File: src/rtl/ext_edge_irq.sv
module ext_edge_irq #(
  parameter int PINS = 8
) (
  input  logic                clk,
  input  logic                rst_n,
  input  logic                bus_sel,
  input  logic                bus_wr,
  input  logic [1:0]          bus_addr,
  input  logic [2*PINS-1:0]   bus_wdata,
  output logic [2*PINS-1:0]   bus_rdata,
  input  logic [PINS-1:0]     pin_in,
  output logic [PINS-1:0]     irq_out
);
  localparam int MW = 2 * PINS;
  localparam logic [PINS-1:0] LIVE = {{(PINS-1){1'b1}}, 1'b0};
  localparam logic [MW-1:0]   MLIVE = {{(MW-2){1'b1}}, 2'b00};

  logic [PINS-1:0] sync1, sync2, prev;
  logic [MW-1:0]   mode_q;
  logic [PINS-1:0] dir_q, en_q, flag_q, flag_n, clr;
  logic            wr_en;

  assign wr_en = bus_sel & bus_wr;
  assign clr   = (wr_en && bus_addr == 2'd3) ? bus_wdata[PINS-1:0] : '0;

  always_ff @(posedge clk or negedge rst_n)
    if (!rst_n) begin
      sync1 <= '1;
      sync2 <= '1;
      prev  <= '1;
    end else begin
      sync1 <= pin_in;
      sync2 <= sync1;
      prev  <= sync2;
    end

  always_comb
    for (int i = 0; i < PINS; i++) begin
      if (!mode_q[2*i] && !mode_q[2*i+1])
        flag_n[i] = ~sync2[i];
      else
        flag_n[i] = (flag_q[i] & ~clr[i])
                  | (mode_q[2*i]   &  sync2[i] & ~prev[i])
                  | (mode_q[2*i+1] & ~sync2[i] &  prev[i]);
    end

  always_ff @(posedge clk or negedge rst_n)
    if (!rst_n) begin
      mode_q <= '0;
      dir_q  <= '0;
      en_q   <= '0;
      flag_q <= '0;
    end else begin
      flag_q <= flag_n & LIVE;
      if (wr_en) begin
        if (bus_addr == 2'd0) mode_q <= bus_wdata & MLIVE;
        if (bus_addr == 2'd1) dir_q  <= bus_wdata[PINS-1:0] & LIVE;
        if (bus_addr == 2'd2) en_q   <= bus_wdata[PINS-1:0] & LIVE;
      end
    end

  always_comb
    case (bus_addr)
      2'd0:    bus_rdata = mode_q;
      2'd1:    bus_rdata = {{(MW-PINS){1'b0}}, dir_q};
      2'd2:    bus_rdata = {{(MW-PINS){1'b0}}, en_q};
      default: bus_rdata = {{(MW-PINS){1'b0}}, flag_q};
    endcase

  assign irq_out = flag_q & en_q & ~dir_q;
endmodule

File: config.mk
export PLATFORM = sky130hd
export DESIGN_NAME = ext_edge_irq
export DESIGN_NICKNAME = d
export VERILOG_FILES = /design/src/rtl/ext_edge_irq.sv
export SDC_FILE = /design/constraint.sdc
export NUM_CORES = 1
export LEC_CHECK = 0
export BUFFER_PORTS_ARGS = -buffer_cell sky130_fd_sc_hd__buf_2
export CORE_MARGIN = 2
export CORE_UTILIZATION = 37
export DETAILED_ROUTE_END_ITERATION = 6
export PLACE_DENSITY = 0.64
export SLEW_MARGIN = 20
export SYNTH_ARGS = -nofsm -noshare
export SYNTH_HDL_FRONTEND = slang
export SYNTH_SLANG_ARGS = --single-unit
File: constraint.sdc
create_clock -name clk -period 2.25 [get_ports clk]
set_input_delay 0.3375 -clock clk [delete_from_list [all_inputs] [get_ports clk]]
set_output_delay 0.3375 -clock clk [all_outputs]
set_load 0.02 [all_outputs]
==> results of run 1 <==
-- kinds of logic after synthesis --
kind of cell | synth area share, %
multiplexers | 17.3
buffers and inverters | 4.58
other | 0.154
AND/OR/NAND/NOR | 12.1
flip-flops | 58.8
AO/OA/AOI/OAI | 7.06
-- sequential cells by signal, indices dropped and copies added, names as in the netlist --
register,cells
mode_q,14
dir_q,7
prev,7
sync1,7
flag_q,7
en_q,7
sync2,7
-- cell usage in the layout, fill, tap and decap left out, drive strengths merged --
cell	Yosys	final
buf	7	52
nor3	4	4
dfrtp	35	35
a21oi	3	3
clkbuf	0	7
nand4b	1	1
conb	1	2
clkinvlp	0	1
inv	11	11
nand4	1	1
and3b	7	7
mux4	6	6
nor2b	1	1
nand3	5	5
o21ai	7	7
mux2	22	22
o221ai	10	10
and3	1	1
a22o	1	1
a31oi	4	4
and2	8	8
nand2	10	10
nand3b	4	4
dfstp	21	21
nor2	4	4
-- cell type report --
cell class	count	area (µm²)
Fill cell	576	3520
Tap cell	77	96.3
Sequential cell	56	1430
Clock inverter	1	7.51
Clock buffer	7	86.3
Timing Repair Buffer	52	280
Multi-Input combinational cell	101	893
Inverter	11	41.3
-- routing by layer --
layer | vias to the layer above | part of all wire [%] | global-route usage (%)
li1 | 734 | - | -
met1 | 770 | 46 | 19.2
met2 | 43 | 46 | 19.3
met3 | 5 | 6.8 | 3.60
met4 | 0 | 1.1 | 4.33
met5 | - | 0 | 0
-- worst max path at each step --
stage | start | end | cells past startpoint
2_1_floorplan | bus_addr[0] | bus_rdata[1] | 3
3_5_place_dp | bus_addr[0] | bus_rdata[5] | 3
5_1_grt | mode_q[5] | bus_rdata[5] | 2
6_report | mode_q[5] | bus_rdata[5] | 2
3_3_place_gp | bus_addr[0] | bus_rdata[1] | 4
4_1_cts | mode_q[5] | bus_rdata[5] | 2
-- per-stage QoR --
stage | worst slack (ps) | instances | utilization (%) | area, µm²
final | 497 | 305 | 44.6 | 2830
after global routing | 447 | 305 | 44.6 | 2830
after detailed placement | 513 | 297 | 43.1 | 2740
after global placement | 509 | 297 | 43.1 | 2740
after CTS | 481 | 305 | 44.6 | 2830
after floorplan | 819 | 175 | - | 2430
-- power by group through the flow --
stage	clock (mW)	sequential [mW]	combinational, mW
global route	0.631	1.39	0.612
finish	0.555	1.35	0.556
detailed placement	0	1.37	0.566
floorplan	0	1.32	0.421
global placement	0	1.36	0.555
CTS	0.572	1.35	0.567
-- cells in the mapped netlist, types with 2 or more instances --
| cell type | number | area share (%) |
|---|---|---|
| a21oi_1 | 3 | 0.62 |
| a31oi_1 | 4 | 1.0 |
| and2_1 | 8 | 2.1 |
| and3b_1 | 7 | 2.5 |
| buf_4 | 3 | 0.93 |
| buf_6 | 2 | 0.93 |
| dfrtp_1 | 35 | 36 |
| dfstp_2 | 21 | 23 |
| inv_1 | 11 | 1.7 |
| mux2_2 | 11 | 5.1 |
| mux2_4 | 10 | 6.2 |
| mux4_2 | 6 | 5.6 |
| nand2_1 | 10 | 1.5 |
| nand3_1 | 4 | 0.82 |
| nand3b_1 | 4 | 1.2 |
| nor2_1 | 3 | 0.46 |
| nor3_1 | 4 | 0.82 |
| o21ai_0 | 7 | 1.4 |
| o221ai_1 | 10 | 3.6 |
==> results.yml, run 1 <==
run:
  number_of_max_capacitance_violations_reported: 0
power_and_ir_drop:
  p_int_mw: 1.75
  leakage_nw: 1.32
  sequential_fraction_of_design_power_pct: 54.9
  cellPowerDensity_nw_per_um2: 870
  pwr-share-comb_pct: 22.6
  switching_share_of_power_pct: 29.1
  net-switching-power_uw: 717
  vdd_drop_max_v: 0.000543
  fin_total_pwr_mw: 2.46
  clock_power_share_pct: 22.5
clock_tree:
  clock_tree.buffer_depth: 2
  hold_buffers: 0
  tritoncts: "yes"
  clk_root_buffer_cell: "clkbuf_8"
  path_clk_slew_ps: 100
  cts.htree.levels: 2
  clock_insertion_delay_worst_skew_ps: 300
  post_cts_buffers: 0
  cts_made_buffers: 5
  post_cts_resize_count: 0
  sinks_on_the_clock_net: 56
finish:
  final_net_count: 257
  drive_above_1_share_pct: 48.7
  antenna_cells: 0
  area_growth_syn_to_layout_pct: 16.6
routing:
  drt_iter0_markers: 66
  routed-via-count: 1552
  routed_wirelength_um: 4510
  antenna_left: 0
  drt_pre_antenna_iters: 4
  drc_errors: 0
  viasPerCell: 5.09
  wire_per_inst_um: 14.8
global_routing:
  grt_first_pass_wirelength_um: 7430
  track_usage_pct: 13.2
  via_count_of_the_first_global_routing_pass: 1456
  grt.overflow.total: 0
  grt_start_max_net_pins: 33
  initial_antenna_violation_count: 0
worst_setup_path:
  critical_path.top_delay_family: "multiplexers"
  rr_endpoint: "flag_q[4]"
  cpPeakStageDelay_ps: 500
  timing.critical_path.required_ps: 1910
  timing.reg2reg.setup_slack_ps: 1280
  critical-path-slowest-cell: "mux4_2"
  r2r_start: "sync2[4]"
  crit_path_max_fanout: 5
  critPathLaunchType: "register"
  timing.critical_path.cells: "mux4_2 -> buf_2"
  timing.reg2reg.worst_path_depth: 3
  timing.critical_path.buf_inv: 1
  worst_endpoint_data_arrival_time_ps: 1420
  crit_path_end_kind: "output port"
  timing.setup.critical_path_class: "reg2out"
synthesis:
  synth_flop_cell: "dfrtp_1"
  number_of_enable_flip_flop_cells_after_synthesis: 0
  synth-warning-count: 0
  synth_area_per_cell_um2: 14.0
  synthArstFlopShare_pct: 100
  synth-seq-area-share_pct: 58.8
  ys_seq_elements: 56
  post_synthesis_instance_area_um2: 2430
  post_synth_num_cell_types: 30
  syn_inst: 174
place:
  gpl.final_weighted_congestion: 0.700
  port-buffer-count: 49
  detailedPlacementHpwl_um: 3200
timing:
  report.final.slew_viol_count: 0
  fin_crit_ps: 1750
  post-route-period-util_pct: 77.9
  final_hold_viol_count: 0
  fin_worst_hold_slack_ps: 14.8
  timing.fmax_mhz: 570
  tightest_slew_ps: 560
  tns_ps: 0
  rsz_0062_raised_after_global_routing: "false"
  slew-limit-headroom_pct: 62.7
  clock_skew_ps: 5.34
  setup-violations-final: 0
floorplanning:
  die_y_um: 85.0
  pin_count: 54
  die_area_um2: 7230
  initial_core_util_pct: 38.2
  placement_rows: 29
  core_region_area_um2: 6350
  chipWidth_um: 85.0
outcome:
  run_status: "completed"
min_path:
  min-delay-path-class: "in2async"
Power figures use the tool's default switching activity.
==> run 2: changes to the inputs <==
==> constraint.sdc (replaced) <==
create_clock -name clk -period 1.7 [get_ports clk]
set_input_delay 0.255 -clock clk [delete_from_list [all_inputs] [get_ports clk]]
set_output_delay 0.255 -clock clk [all_outputs]
set_load 0.02 [all_outputs]
==> run 2 against run 1 <==
Compared with the run above:
- wire length is 4.4% higher
- sequential cell count stayed put
- setup slack worse by 460 ps
- first-iteration DRC count is 1.5% lower
- critical path type unchanged
- combinational power is 38% higher
- non-clock buffer count is 7 higher
==> results.yml, run 2 (synthesized netlist as in run 1, its figures left out) <==
worst_setup_path:
  worst_endpoint_data_arrival_time_ps: 1400
  r2r_start: "sync2[4]"
  timing.critical_path.cells: "mux4_2 -> buf_2"
  crit_path_max_fanout: 3
  timing.critical_path.required_ps: 1440
  timing.reg2reg.setup_slack_ps: 750
  crit_path_end_kind: "output port"
  cpPeakStageDelay_ps: 510
  critPathLaunchType: "register"
  critical-path-slowest-cell: "mux4_2"
  crit_start: "flag_q[5]"
  timing.setup.critical_path_class: "reg2out"
floorplanning:
  core_region_area_um2: 6350
  initial_core_util_pct: 38.2
  die_y_um: 85.0
  chipWidth_um: 85.0
  placement_rows: 29
  pin_count: 54
  die_area_um2: 7230
min_path:
  min-delay-path-class: "in2reg"
  hp-start: "pin_in[1]"
finish:
  drive_above_1_share_pct: 50.2
  final_net_count: 264
  post_layout_util_pct: 45.5
  layout_commonest_cell: "buf_2"
  area_growth_syn_to_layout_pct: 19.0
  final_cell_mix: "49 x buf_2, 34 x dfrtp_1, 21 x dfstp_2"
  register_with_the_highest_flop_count: "mode_q"
  antenna_cells: 0
  largest_reg_flops: 14
  final-instance-count-excl-fill: 312
timing:
  timing.fmax_mhz: 603
  rsz_0062_raised_after_global_routing: "true"
  fin_crit_ps: 1660
  report.final.slew_viol_count: 0
  post-route-period-util_pct: 97.5
  setup-violations-final: 0
  final_hold_viol_count: 0
  clock_skew_ps: 11.1
global_routing:
  via_count_of_the_first_global_routing_pass: 1566
  grt.overflow.total: 0
  grt_start_max_net_pins: 57
  track_usage_pct: 13.6
  grt_first_pass_wirelength_um: 7880
  initial_antenna_violation_count: 0
place:
  dp.cells: 301
  gpl.final_weighted_congestion: 0.721
  port-buffer-count: 49
  detailedPlacementHpwl_um: 3220
clock_tree:
  sinks_on_the_clock_net: 56
  cts_made_buffers: 5
  clock_insertion_delay_worst_skew_ps: 300
  clock_tree.buffer_depth: 2
  tritoncts: "yes"
  clk_root_buffer_cell: "clkbuf_8"
  cts.htree.levels: 2
  path_clk_slew_ps: 100
routing:
  routed-via-count: 1576
  drt_pre_antenna_iters: 3
  drt_iter0_markers: 65
  routed_wirelength_um: 4700
  drc_errors: 0
  antenna_left: 0
  wire_per_inst_um: 15.1
  viasPerCell: 5.05
power_and_ir_drop:
  leakage_nw: 1.35
  vdd_drop_max_v: 0.000665
  cellPowerDensity_nw_per_um2: 1140
run:
  number_of_max_capacitance_violations_reported: 0
outcome:
  run_status: "completed"
-- run 2: cell types whose count changed in the layout (fill, tap and decap cells not counted) --
cell / previous run / this run
dfrtp_2: 0 / 1
dfrtp_1: 35 / 34
buf_4: 2 / 8
dlygate4sd3_1: 0 / 1
-- run 2: layer usage --
layer | up-vias | track usage (%) | part of all wire [%]
li1 | 755 | - | -
met1 | 778 | 20.3 | 48
met2 | 39 | 20.6 | 46
met3 | 4 | 3.02 | 4.9
met4 | 0 | 3.03 | 0.60
met5 | - | 0 | 0
-- run 2: worst paths after layout --
| kind | end | cells past startpoint |
|---|---|---|
| max in group asynchronous | sync1[7] | 3 |
| worst max register to register | flag_q[4] | 3 |
| worst min-delay path | sync1[1] | 1 |
| worst max-delay path | bus_rdata[5] | 2 |
| min in group asynchronous | mode_q[14] | 3 |
| worst min register to register | sync2[7] | 0 |
-- run 2: report_power, final --
group / leakage [nW] / total, mW / internal [mW] / switching (mW)
combinational: 0.664 / 0.769 / 0.414 / 0.355
sequential: 0.639 / 1.79 / 1.58 / 0.206
clock: 0.0445 / 0.745 / 0.332 / 0.413
total: 1.35 / 3.30 / 2.33 / 0.974
-- run 2: critical path: cells and delay by family, from the launching register on --
| kind | cells | cell delay [ps] |
|---|---|---|
| mux | 1 | 510 |
| flops | 1 | 410 |
| buf+inv | 1 | 180 |
-- run 2: what timing repair did --
action | CTS | global route
hold endpoints to repair | 35 | 0
endpoints found under the setup margin | 0 | 2
hold buffers | 1 | 0
resized for setup | 0 | 1
setup buffers | 0 | 2
-- run 2: through the flow --
step | instance area, µm² | setup slack [ps] | power (mW) | hold slack, ps | setup TNS (ps)
4_1_cts | 2870 | 16.5 | 3.33 | 27.3 | 0
3_3_place_gp | 2770 | 132 | 2.54 | 273 | 0
6_report | 2890 | 41.9 | 3.30 | 34.4 | 0
5_1_grt | 2890 | -1.01 | 3.50 | 18.5 | -1.01
3_5_place_dp | 2770 | 127 | 2.57 | 277 | 0
2_1_floorplan | 2430 | 416 | 2.30 | -40.6 | 0
-- run 2: area by class of cell --
type	count	area, µm²
multi-input cells	101	893
clock inverters	1	7.51
flip-flops and latches	56	1430
fillers	589	3460
repair buffers	59	335
well taps	77	96.3
inverters	11	41.3
clock buffers	7	86.3
==> run 3: changes to the inputs <==
--- a/config.mk
+++ b/config.mk
@@ -6,6 +6,7 @@
 export NUM_CORES = 1
 export LEC_CHECK = 0
 export BUFFER_PORTS_ARGS = -buffer_cell sky130_fd_sc_hd__buf_2
+export CORE_ASPECT_RATIO = 0.75
 export CORE_MARGIN = 2
 export CORE_UTILIZATION = 37
 export DETAILED_ROUTE_END_ITERATION = 6
==> constraint.sdc (replaced) <==
create_clock -name clk -period 1.85 [get_ports clk]
set_input_delay 0.2775 -clock clk [delete_from_list [all_inputs] [get_ports clk]]
set_output_delay 0.2775 -clock clk [all_outputs]
set_load 0.02 [all_outputs]
==> run 3 against run 2 <==
Compared with the run above:
- non-clock buffer count is 4 lower
- clock skew is 3.7 ps lower
- wire length is 2.2% lower
- total power is 8.0% lower
- largest cell class unchanged
==> results.yml, run 3 (synthesized netlist as in run 1, its figures left out) <==
worst_setup_path:
  r2r_start: "sync2[1]"
  timing.critical_path.required_ps: 1570
  critical-path-slowest-cell: "mux4_2"
  timing.critical_path.cells: "mux4_2 -> buf_2"
  crit_path_max_fanout: 5
  rr_endpoint: "flag_q[1]"
  crit_start: "mode_q[5]"
  cpPeakStageDelay_ps: 490
  timing.reg2reg.setup_slack_ps: 890
  crit_path_end_kind: "output port"
  worst_setup_ep: "bus_rdata[5]"
  worst_endpoint_data_arrival_time_ps: 1420
  timing.reg2reg.worst_path_depth: 3
  timing.setup.critical_path_class: "reg2out"
  critPathLaunchType: "register"
clock_tree:
  clock_tree.buffer_depth: 2
  clock_insertion_delay_worst_skew_ps: 300
  tritoncts: "yes"
  cts_made_buffers: 5
  post_cts_buffers: 0
  clk_root_buffer_cell: "clkbuf_8"
  sinks_on_the_clock_net: 56
  path_clk_slew_ps: 90
  cts.htree.levels: 2
floorplanning:
  initial_core_util_pct: 38.4
  die_y_um: 74.2
  core_region_area_um2: 6320
  chipWidth_um: 97.6
  pin_count: 54
  die_area_um2: 7230
  placement_rows: 25
timing:
  timing.fmax_mhz: 589
  final_critical_path_setup_slack_ps: 152
  report.final.slew_viol_count: 0
  clock_skew_ps: 7.42
  fin_crit_ps: 1700
  rsz_0062_raised_after_global_routing: "false"
  tns_ps: 0
  post-route-period-util_pct: 91.8
  setup-violations-final: 0
  final_hold_viol_count: 0
global_routing:
  grt_start_max_net_pins: 57
  initial_antenna_violation_count: 0
  track_usage_pct: 13.3
  grt_first_pass_wirelength_um: 7550
  via_count_of_the_first_global_routing_pass: 1518
  grt.overflow.total: 0
run:
  number_of_max_capacitance_violations_reported: 0
routing:
  drt_iter0_markers: 57
  drt_pre_antenna_iters: 4
  routed-via-count: 1560
  drc_errors: 0
  antenna_left: 0
  viasPerCell: 5.00
  routed_wirelength_um: 4600
  wire_per_inst_um: 14.7
place:
  gpl.final_weighted_congestion: 0.718
  detailedPlace.worstSlack_ps: 218
  detailedPlacementHpwl_um: 3210
  port-buffer-count: 49
  dp.cells: 303
outcome:
  run_status: "completed"
power_and_ir_drop:
  cellPowerDensity_nw_per_um2: 1060
  fin_total_pwr_mw: 3.04
  leakage_nw: 1.34
  vdd_drop_max_v: 0.000453
finish:
  register_with_the_highest_flop_count: "mode_q"
  layout_commonest_cell: "buf_2"
  final-instance-count-excl-fill: 312
  largest_reg_flops: 14
  antenna_cells: 0
  final_cell_mix: "49 x buf_2, 35 x dfrtp_1, 21 x dfstp_2"
  drive_above_1_share_pct: 48.9
  post_layout_util_pct: 45.4
  final_net_count: 260
  area_growth_syn_to_layout_pct: 18.1
min_path:
  min-delay-path-class: "in2reg"
## run 3: how the worst min path moves through the flow
stage,from,to,slack (ps),depth (start not counted)
after CTS,pin_in[1],sync1[1],50,1
after global routing,pin_in[1],sync1[1],40,1
after floorplan,rst_n,dir_q[1],-20,0
after detailed placement,rst_n,mode_q[12],300,2
final,pin_in[1],sync1[1],60,1
after global placement,rst_n,mode_q[12],300,2
## run 3: power breakdown
part	total, mW	switching, mW	internal [mW]
clock	0.707	0.364	0.342
combinational	0.686	0.319	0.367
sequential	1.65	0.191	1.46
## run 3: through the flow
stage	hold slack (ps)	cell area, µm²
after floorplan	-18.1	2430
after global placement	296	2760
after detailed placement	296	2760
after CTS	51.9	2870
after global routing	43.2	2870
final	62.1	2870
## run 3: metal layers
| metal | part of all wire, % | vias to the layer above | routed length (µm) | GRT usage (%) |
|---|---|---|---|---|
| met5 | 0 | - | 0 | 0 |
| met2 | 44 | 46 | 2020 | 20.3 |
| li1 | - | 742 | - | - |
| met4 | 0.96 | 0 | 44 | 3.70 |
| met3 | 6.6 | 5 | 302 | 3.67 |
| met1 | 48 | 767 | 2230 | 19.2 |
## run 3: final cells by class
cell class / instances / area, µm²
clock buffers: 8 / 100
fillers: 576 / 3450
inverters: 11 / 41.3
multi-input cells: 101 / 893
flip-flops and latches: 56 / 1430
well taps: 81 / 101
repair buffers: 55 / 305
## run 3: worst max-delay path, delay by kind of cell (launching register included)
kind                   cells  cell delay (ps)
buffers and inverters      1              180
flip-flops                 1              450
multiplexers               1              490
## run 3: what timing repair did
| action | in CTS | in global routing |
|---|---|---|
| resized for setup | 0 | 0 |
| hold endpoints to repair | 35 | 0 |
| hold buffers | 1 | 0 |
